[src/rtl/spi3_pkg.sv]
package spi3_pkg;

  typedef enum logic [1:0] {
    S_IDLE  = 2'd0,
    S_LEAD  = 2'd1,
    S_SHIFT = 2'd2,
    S_TAIL  = 2'd3
  } xferState_t;

  // Strobes from the sequencer to the datapath, one cycle each
  typedef struct packed {
    logic load;   // latch write data, drop chip select
    logic fall;   // drive sclk low, present next mosi bit
    logic rise;   // drive sclk high, capture miso
    logic close;  // raise chip select, publish read data
  } ctrlStrobes_t;

endpackage

[src/rtl/spi3_ctrl.sv]
module spi3_ctrl
  import spi3_pkg::*;
#(
  parameter int MAX_BYTES = 4,
  parameter int DIV_W     = 8,
  parameter int NB_W      = $clog2(MAX_BYTES + 1)
) (
  input  logic             clk,
  input  logic             rstN,
  input  logic             start,
  input  logic [NB_W-1:0]  numBytes,
  input  logic [DIV_W-1:0] divRatio,
  input  logic [1:0]       leadHalves,
  output ctrlStrobes_t     strb,
  output logic [NB_W-1:0]  nBytesQ,
  output logic             busy,
  output logic             done
);

  localparam int HALF_W = DIV_W - 1;
  localparam int BIT_W  = $clog2(MAX_BYTES * 8 + 1);

  xferState_t        state;
  logic [HALF_W-1:0] hQ;
  logic [HALF_W-1:0] timer;
  logic [1:0]        halfLeft;
  logic [BIT_W-1:0]  bitsLeft;
  logic              phaseLow;
  logic              halfEnd;
  logic              startOk;
  logic [DIV_W-1:0]  divHalf;
  logic [HALF_W-1:0] hNext;
  logic [1:0]        leadEff;

  assign divHalf = divRatio >> 1;
  assign hNext   = (divHalf == '0) ? HALF_W'(1) : divHalf[HALF_W-1:0];
  assign leadEff = (leadHalves >= 2'd2) ? 2'd2 : 2'd1;
  assign startOk = start && (state == S_IDLE) && (numBytes != '0)
                   && (numBytes <= NB_W'(MAX_BYTES));
  assign halfEnd = (timer == hQ - HALF_W'(1));
  assign busy    = (state != S_IDLE);

  always_comb begin
    strb       = '0;
    strb.load  = startOk;
    strb.fall  = halfEnd && (((state == S_LEAD) && (halfLeft == 2'd1))
                             || ((state == S_SHIFT) && !phaseLow));
    strb.rise  = halfEnd && (state == S_SHIFT) && phaseLow;
    strb.close = halfEnd && (state == S_TAIL);
  end

  always_ff @(posedge clk or negedge rstN) begin
    if (!rstN) begin
      state    <= S_IDLE;
      hQ       <= HALF_W'(1);
      timer    <= '0;
      halfLeft <= '0;
      bitsLeft <= '0;
      phaseLow <= 1'b0;
      nBytesQ  <= '0;
      done     <= 1'b0;
    end else begin
      done <= strb.close;
      if (state == S_IDLE) begin
        timer <= '0;
        if (startOk) begin
          state    <= S_LEAD;
          hQ       <= hNext;
          halfLeft <= leadEff;
          bitsLeft <= BIT_W'(numBytes) << 3;
          phaseLow <= 1'b0;
          nBytesQ  <= numBytes;
        end
      end else begin
        timer <= halfEnd ? '0 : timer + HALF_W'(1);
        if (halfEnd) begin
          unique case (state)
            S_LEAD: begin
              if (halfLeft == 2'd1) begin
                state    <= S_SHIFT;
                phaseLow <= 1'b1;
              end else begin
                halfLeft <= halfLeft - 2'd1;
              end
            end
            S_SHIFT: begin
              if (phaseLow) begin
                phaseLow <= 1'b0;
                bitsLeft <= bitsLeft - BIT_W'(1);
                if (bitsLeft == BIT_W'(1)) state <= S_TAIL;
              end else begin
                phaseLow <= 1'b1;
              end
            end
            S_TAIL:  state <= S_IDLE;
            default: state <= S_IDLE;
          endcase
        end
      end
    end
  end

  // at most one datapath action per cycle
  p_strobe_onehot_r3: assert property (@(posedge clk) disable iff (!rstN)
    $onehot0({strb.load, strb.fall, strb.rise, strb.close}));

  // the half-period timer never passes its limit during a transfer
  p_timer_range_r3: assert property (@(posedge clk) disable iff (!rstN)
    (state != S_IDLE) |-> (timer < hQ));

  // completion is a single-cycle pulse
  p_done_pulse_r8: assert property (@(posedge clk) disable iff (!rstN)
    done |=> !done);

  // busy only drops together with done
  p_busy_drop_r8: assert property (@(posedge clk) disable iff (!rstN)
    $fell(busy) |-> done);

  // the latched byte count does not move during a transfer
  p_count_held_r10: assert property (@(posedge clk) disable iff (!rstN)
    (busy && $past(busy)) |-> $stable(nBytesQ));

endmodule

[src/rtl/spi3_datapath.sv]
module spi3_datapath
  import spi3_pkg::*;
#(
  parameter int MAX_BYTES = 4,
  parameter int NB_W      = $clog2(MAX_BYTES + 1)
) (
  input  logic                   clk,
  input  logic                   rstN,
  input  ctrlStrobes_t           strb,
  input  logic [8*MAX_BYTES-1:0] wrData,
  input  logic [NB_W-1:0]        nBytes,
  input  logic                   miso,
  output logic                   sclk,
  output logic                   csN,
  output logic                   mosi,
  output logic [8*MAX_BYTES-1:0] rdData
);

  localparam int TOTAL = 8 * MAX_BYTES;

  logic [TOTAL-1:0] txShift;
  logic [TOTAL-1:0] rxShift;
  logic [TOTAL-1:0] txPacked;
  logic [TOTAL-1:0] rxOrdered;

  // byte 0 is placed at the top so it leaves first
  for (genvar b = 0; b < MAX_BYTES; b++) begin : g_pack
    assign txPacked[TOTAL-1-8*b -: 8] = wrData[8*b +: 8];
  end

  // the first received byte ends up deepest in the shift register
  always_comb begin
    rxOrdered = '0;
    for (int k = 0; k < MAX_BYTES; k++) begin
      if (k < int'(nBytes)) begin
        rxOrdered[8*k +: 8] = rxShift[8*(int'(nBytes) - 1 - k) +: 8];
      end
    end
  end

  always_ff @(posedge clk or negedge rstN) begin
    if (!rstN) begin
      txShift <= '0;
      rxShift <= '0;
      sclk    <= 1'b1;
      csN     <= 1'b1;
      mosi    <= 1'b1;
      rdData  <= '0;
    end else begin
      if (strb.load) begin
        txShift <= txPacked;
        rxShift <= '0;
        csN     <= 1'b0;
      end
      if (strb.fall) begin
        sclk    <= 1'b0;
        mosi    <= txShift[TOTAL-1];
        txShift <= txShift << 1;
      end
      if (strb.rise) begin
        sclk    <= 1'b1;
        rxShift <= {rxShift[TOTAL-2:0], miso};
      end
      if (strb.close) begin
        csN    <= 1'b1;
        rdData <= rxOrdered;
      end
    end
  end

  // chip select only rises while the clock rests high
  p_cs_rise_sclk_high_r7: assert property (@(posedge clk) disable iff (!rstN)
    $rose(csN) |-> (sclk && $past(sclk)));

  // the serial clock only toggles low inside a frame
  p_sclk_in_frame_r7: assert property (@(posedge clk) disable iff (!rstN)
    $fell(sclk) |-> !csN);

  // outgoing data moves only on a falling serial clock edge
  p_mosi_on_fall_r5: assert property (@(posedge clk) disable iff (!rstN)
    (!csN && !$fell(sclk)) |-> $stable(mosi));

  // outside a frame the clock sits at its idle level
  p_idle_level_r1: assert property (@(posedge clk) disable iff (!rstN)
    (csN && $past(csN)) |-> sclk);

endmodule

[src/rtl/spi3_master.sv]
module spi3_master
  import spi3_pkg::*;
#(
  parameter int MAX_BYTES = 4,
  parameter int DIV_W     = 8,
  parameter int NB_W      = $clog2(MAX_BYTES + 1)
) (
  input  logic                   clk,
  input  logic                   rstN,
  input  logic                   start,
  input  logic [NB_W-1:0]        numBytes,
  input  logic [DIV_W-1:0]       divRatio,
  input  logic [1:0]             leadHalves,
  input  logic [8*MAX_BYTES-1:0] wrData,
  output logic [8*MAX_BYTES-1:0] rdData,
  output logic                   busy,
  output logic                   done,
  output logic                   sclk,
  output logic                   csN,
  output logic                   mosi,
  input  logic                   miso
);

  ctrlStrobes_t    strb;
  logic [NB_W-1:0] nBytesQ;

  spi3_ctrl #(
    .MAX_BYTES(MAX_BYTES),
    .DIV_W    (DIV_W),
    .NB_W     (NB_W)
  ) u_ctrl (
    .clk       (clk),
    .rstN      (rstN),
    .start     (start),
    .numBytes  (numBytes),
    .divRatio  (divRatio),
    .leadHalves(leadHalves),
    .strb      (strb),
    .nBytesQ   (nBytesQ),
    .busy      (busy),
    .done      (done)
  );

  spi3_datapath #(
    .MAX_BYTES(MAX_BYTES),
    .NB_W     (NB_W)
  ) u_dp (
    .clk   (clk),
    .rstN  (rstN),
    .strb  (strb),
    .wrData(wrData),
    .nBytes(nBytesQ),
    .miso  (miso),
    .sclk  (sclk),
    .csN   (csN),
    .mosi  (mosi),
    .rdData(rdData)
  );

  // a frame only opens in response to start
  p_cs_needs_start_r2: assert property (@(posedge clk) disable iff (!rstN)
    $fell(csN) |-> $past(start));

endmodule

[config.mk]
export PLATFORM = sky130hd
export DESIGN_NAME = spi3_master
export DESIGN_NICKNAME = d
export VERILOG_FILES = /design/src/rtl/spi3_pkg.sv /design/src/rtl/spi3_ctrl.sv /design/src/rtl/spi3_datapath.sv /design/src/rtl/spi3_master.sv
export SDC_FILE = /design/constraint.sdc
export NUM_CORES = 1
export LEC_CHECK = 0
export CAP_MARGIN = 20
export CORE_AREA = 5 5 147 149
export DETAILED_ROUTE_END_ITERATION = 7
export DIE_AREA = 0 0 152 154
export DONT_BUFFER_PORTS = 1
export PLACE_DENSITY = 0.53
export SLEW_MARGIN = 40
export SYNTH_ARGS = -nofsm -noshare
export SYNTH_HDL_FRONTEND = slang
export SYNTH_SLANG_ARGS = --single-unit
[constraint.sdc]
create_clock -name clk -period 4.1 [get_ports clk]
set_input_delay 0.615 -clock clk [delete_from_list [all_inputs] [get_ports clk]]
set_output_delay 0.615 -clock clk [all_outputs]
set_load 0.01 [all_outputs]
# == After elaboration in Yosys (flattened, before gate mapping) ==
# Cells that the tools add are included.
# op_classes
mux,38
n_lt_le_gt_ge,6
n_eq_ne,11
shifts,4
addsub,8
n_reduce_logical,29
# op_table
cell,count
$mux 32,4
$shiftx 32x32->8,3
$mux 8,4
$shiftx 32x7->8,1
$mux 6,5
$mux 2,12
$mux 7,3
$reduce_bool 2->1,9
$reduce_and 4->1,3
$sub 4x3->5 const B,2
$logic_and 1x1->1,9
$logic_not 8->1,1
$mux 1,8
$add 7x1->7 const B,1
$eq 7x7->1,1
$sub 7x1->7 const B,1
$eq 6x1->1 const B,1
$lt 1x3->1 const A,2
$lt 2x3->1 const A,2
$ne 3x3->1 const B,2
$reduce_bool 3->1,2
$sub 6x1->6 const B,1
$reduce_and 5->1,1
$sub 4x2->5 const B,1
15 further kinds,17
# totals
register_bits,128
out_inout_bits,37
inputBits,49

# == Logic depth before layout (Yosys ltp) ==
# depth
word_depth,6
depth_mapped,12
depth_no_buf,9

# == By module ==
# From an unflattened synthesis, not the netlist that was laid out.
# unflattened
hier_cells,721
area_unflattened_um2,6911.6
# by_module_without_submodules
mod,area_each_um2,seq_area_each_um2,n_inst,cells_per_inst
spi3_datapath,5106.1,2481.1,1,521
spi3_ctrl,1805.5,726.9,1,200

# == Worst setup path after synthesis ==
# No wires, ideal clock.
# synth_path
kind,register to register
startpoint,register u_ctrl.nBytesQ[0]
endpoint,register u_dp.rdData[23]
path_buffers,3
stages_incl_launch_ff,11
slack_ns,1.075
synth_period_minus_slack_ns,3.025
required_ns,4.017
t_arrival_ns,2.942
path_cell_list,dfrtp_1 clkbuf_1 inv_1 ha_1 clkbuf_1 clkbuf_1 inv_1 ha_1 nor3_1 o211ai_1 o21ai_0
# synth_via
elab_chain_cells,4
word_cells_on_any_way,5
classes_between,add/sub: 2; order compare: 1; shift: 1; mux: 1
# synth_lines
item,line,source
start: declaration,spi3_ctrl.sv:15,"output logic [NB_W-1:0] nBytesQ,"
start signal: assignment,spi3_ctrl.sv:72,nBytesQ <= numBytes;
$sub 3x1->4,spi3_datapath.sv:36,rxOrdered[8*k +: 8] = rxShift[8*(int'(nBytes) - 1 - k) +: 8];
$sub 4x3->5,spi3_datapath.sv:36,
$shiftx 32x32->8,spi3_datapath.sv:36,
$mux 8 (*),spi3_datapath.sv:35,if (k < int'(nBytes)) begin
end signal: assignment,spi3_datapath.sv:66,rdData <= rxOrdered;
end: declaration,spi3_datapath.sv:16,output logic [8*MAX_BYTES-1:0] rdData
# Every way passes the cells marked *; elsewhere a longest branch is shown, timed or not.
# A chain may end at the register's enable or synchronous reset.

# == Worst setup path after layout ==
# layout_path
startpoint,register u_ctrl.hQ[0]
endpoint,register u_dp.rxShift[10]
# layout_via
elab_chain_cells,5
word_cells_on_any_way,6
classes_between,add/sub: 1; eq/ne: 1; mux: 1; reduce/logical: 3
# layout_lines
item,line,source
start: declaration,spi3_ctrl.sv:24,logic [HALF_W-1:0] hQ;
start signal: assignment,spi3_ctrl.sv:68,hQ <= hNext;
$sub 7x1->7 (*),spi3_ctrl.sv:40,assign halfEnd = (timer == hQ - HALF_W'(1));
$eq 7x7->1 (*),spi3_ctrl.sv:40,
$logic_and 1x1->1 (*) (2 in series),spi3_ctrl.sv:48,strb.rise = halfEnd && (state == S_SHIFT) && phaseLow;
$mux 32 / $reduce_bool 2->1 (equally long branches),n/a,
end signal: assignment,spi3_datapath.sv:62,"rxShift <= {rxShift[TOTAL-2:0], miso};"
end: declaration,spi3_datapath.sv:22,logic [TOTAL-1:0] rxShift;
# Marks and branches as above.

==> results by group <==
Status
  – Status: complete, no violations

Detailed routing
  – Wire per inst: 16.2 um
  – Number of DRC markers in iteration 0: 389
  – ANT nets after route: 0
  – Routed Wire Length: 16,200 um
  – Via count: 5,018
  – Vias per Instance: 5.01
  – DRC viols: 0
  – 1st-pass router iterations: 4

Yosys
  – Mapped Nets: 802
  – Netlist cell types: 53
  – Synthesized area per cell: 9.32 um^2
  – Ys Warns: 0
  – Post-synth ARST share: 100%
  – Post-synthesis cell count: 736
  – Synthesized cell area: 0.00686 mm^2
  – Post-synth EDFFs: 0
  – #FFs+latches synth: 128
  – Most used DFF post-synth: dfrtp_1
  – Sequential share of the synthesized area: 46.8%

Critical path
  – Critical path cell sequence: inv_1 > ha_1 > xor2_1 > o21ai_0 > a21oi_1 > a2111oi_4 > and4_2 > buf_12 > o21ai_0
  – WP data required: 4.39 ns
  – Crit path top cell by count: o21ai_0
  – Critical path arrival: 3.28 ns
  – Crit path kind: register to register
  – CP max stage delay: 0.70 ns
  – Critical path capture point type: register
  – Critical-path maximum fanout: 35
  – Critical path's slowest cell: and4_2
  – Nature of the critical path startpoint: register

Final layout
  – Ratio of cells with drive above 1 in the final layout: 11.4%
  – Finished Cell Area: 0.00769 mm^2
  – Most frequent cells in the layout: nand2_1 (250), dfrtp_1 (124), o21ai_1 (41)
  – Synth-to-Final Area Change: 12.0%
  – Multi-input logic area: 0.00344 mm^2
  – Register area: 0.00321 mm^2
  – Most common cell after layout, fill and taps aside: nand2_1
  – Filler Cell Count: 2,059
  – Fin nets: 784

Placed design
  – Final GP Congestion: 0.808
  – PortBufs: 0
  – Post-place setup slack: 1.10 ns
  – Placed inst area: 0.00712 mm^2
  – HPWL Detailed: 10,400 um

Worst hold path
  – Worst min path class: input pin to async pin

Timing
  – RSZ-0062 raised after global routing: no
  – Rel. slew slack: 55.2%
  – Final cycle utilization of the critical path: 72.8%
  – Crit path time final: 2.98 ns
  – Final setup TNS: 0 ns
  – Setup Skew: 0.0122 ns
  – Final slew viol count: 0
  – Post-route worst setup slack: 1.12 ns
  – FMAX: 335 MHz
  – Final setup violating endpoints: 0
  – Final Hold Vio Count: 0
  – Worst slew pin tran: 0.671 ns

Global routing
  – Total global-route track usage: 14.3%
  – First-pass GRT wire length: 27,100 um
  – Vias in the first global route: 4,982
  – Pin count of the biggest net entering global routing: 125
  – Antenna violations before repair: 2
  – Gr ovfl total: 0

Power
  – Power density over the cells: 821 mW/mm^2
  – Total chip power: 6.31 mW
  – Lkg Pwr: 3.37 nW
  – Max VDD drop: 448 uV

Floorplanning
  – Initial Utilization: 34.2%
  – IO Count: 86
  – Row Count: 52
  – Die area: 0.0234 mm^2
  – Die height: 154 um
  – Core Area: 0.0200 mm^2
  – DIE WIDTH: 152 um

Clock tree
  – Clock buffer depth: 2
  – Post-CTS sizing: 0
  – # clock sinks: 128
  – CTS clk-pin slew, worst paths: 0.06 ns
  – CTS Buf Count: 17
  – CTS tree: yes
  – H-Tree Depth: 4
  – Clk_lat worst skew: 0.42 ns
  – Clock root cell: clkbuf_16

Job
  – Number of max-cap violations: 0
==> stage by stage <==
step                      util, %  cells  hold slack (ns)
after global placement       35.4    968            0.327
after global routing         38.3   1001          0.00632
final                        38.4   1002           0.0333
after detailed placement     35.5    968            0.326
after CTS                    38.3   1001           0.0111
after floorplan                 -    736            0.319
==> cell usage after synthesis, types with 3 or more instances <==
cell | n | area share [%]
clkbuf_1 | 30 | 1.6
ha_1 | 17 | 3.1
mux2_2 | 7 | 1.1
nor3_1 | 6 | 0.44
mux2_1 | 30 | 4.9
dfrtp_1 | 124 | 45
nor2_1 | 21 | 1.1
and3_1 | 3 | 0.27
dfstp_2 | 4 | 1.5
nand2b_1 | 3 | 0.27
a221oi_1 | 4 | 0.51
o22ai_1 | 6 | 0.55
o21ai_1 | 40 | 2.9
o41ai_1 | 3 | 0.38
buf_2 | 10 | 0.73
o21ai_0 | 39 | 2.8
o211ai_1 | 6 | 0.66
a21oi_1 | 10 | 0.73
buf_1 | 5 | 0.27
nand2_1 | 250 | 14
mux4_2 | 19 | 6.2
inv_1 | 17 | 0.93
nand4_1 | 3 | 0.27
xnor2_1 | 8 | 1.0
mux2i_1 | 16 | 2.3
nand3_1 | 13 | 0.95
xor2_1 | 7 | 0.89
==> where the power goes <==
part,total [mW],internal [mW],switching (mW)
Sequential,2.38,1.79,0.592
Combinational,2.54,1.12,1.42
Clock,1.39,0.780,0.614
Total,6.31,3.69,2.62
==> state kept, by name, summed over array words and instances (netlist names) <==
| name | cells |
|---|---|
| u_dp.sclk | 1 |
| u_dp.rxShift | 32 |
| u_ctrl.done | 1 |
| u_ctrl.phaseLow | 1 |
| u_dp.mosi | 1 |
| u_ctrl.timer | 7 |
| u_ctrl.nBytesQ | 3 |
| u_ctrl.halfLeft | 2 |
| u_ctrl.state | 2 |
| u_dp.rdData | 32 |
| u_ctrl.bitsLeft | 6 |
| u_dp.csN | 1 |
| u_ctrl.hQ | 7 |
| u_dp.txShift | 32 |
==> critical path: cells and delay by family, from the launching register on <==
family	cells	cell delay [ns]
fa+ha+maj	1	0.29
simple gates	1	0.70
buf+inv	2	0.31
compound gates	4	0.78
xor+xnor	1	0.17
flops	1	0.58
==> final cells by class <==
type | count | area share [%]
Multi-Input combinational cell | 545 | 44.8
Sequential cell | 128 | 41.7
Clock buffer | 18 | 5.58
Tap cell | 270 | 4.40
Clock inverter | 14 | 1.42
Timing Repair Buffer | 8 | 1.20
Inverter | 18 | 0.879
Antenna cell | 1 | 0.0326
==> metal layers <==
metal  GRT usage, %  vias up  part of all wire (%)
met5              0        -                 0.043
met4           4.07        2                  0.76
met3           5.42       13                   6.8
met2           21.4      114                    45
met1           19.3     2400                    48
li1               -     2489                     -
==> logic make-up after synthesis <==
group	Yosys count	synth area share (%)
buffers and inverters	63	3.63
muxes	72	14.6
DFF	128	46.8
AOI/OAI and AO/OA	128	11.4
xor gates and xnor gates	15	1.92
and+or+nand+nor	313	18.6
adders and majority gates	17	3.10
==> timing repair <==
action                    4_1_cts  5_1_grt
hold buffers                    1        0
buffers inserted                0        0
hold endpoints to repair      124        0
==> path summary, 6_finish.rpt <==
kind                            depth (start not counted)                to       startpoint  slack, ns
worst max-delay path                                    9  u_dp.rxShift[10]     u_ctrl.hQ[0]       1.12
worst min-delay path                                    0          u_dp.csN             rstN       0.03
worst max register to register                          9  u_dp.rxShift[10]     u_ctrl.hQ[0]       1.12
worst min register to register                          1   u_dp.txShift[9]  u_dp.txShift[8]       0.48
max in group asynchronous                               1   u_dp.rxShift[1]             rstN       3.41
min in group clk                                        2      u_ctrl.hQ[2]      divRatio[3]       0.30
Power figures use the tool's default switching activity.
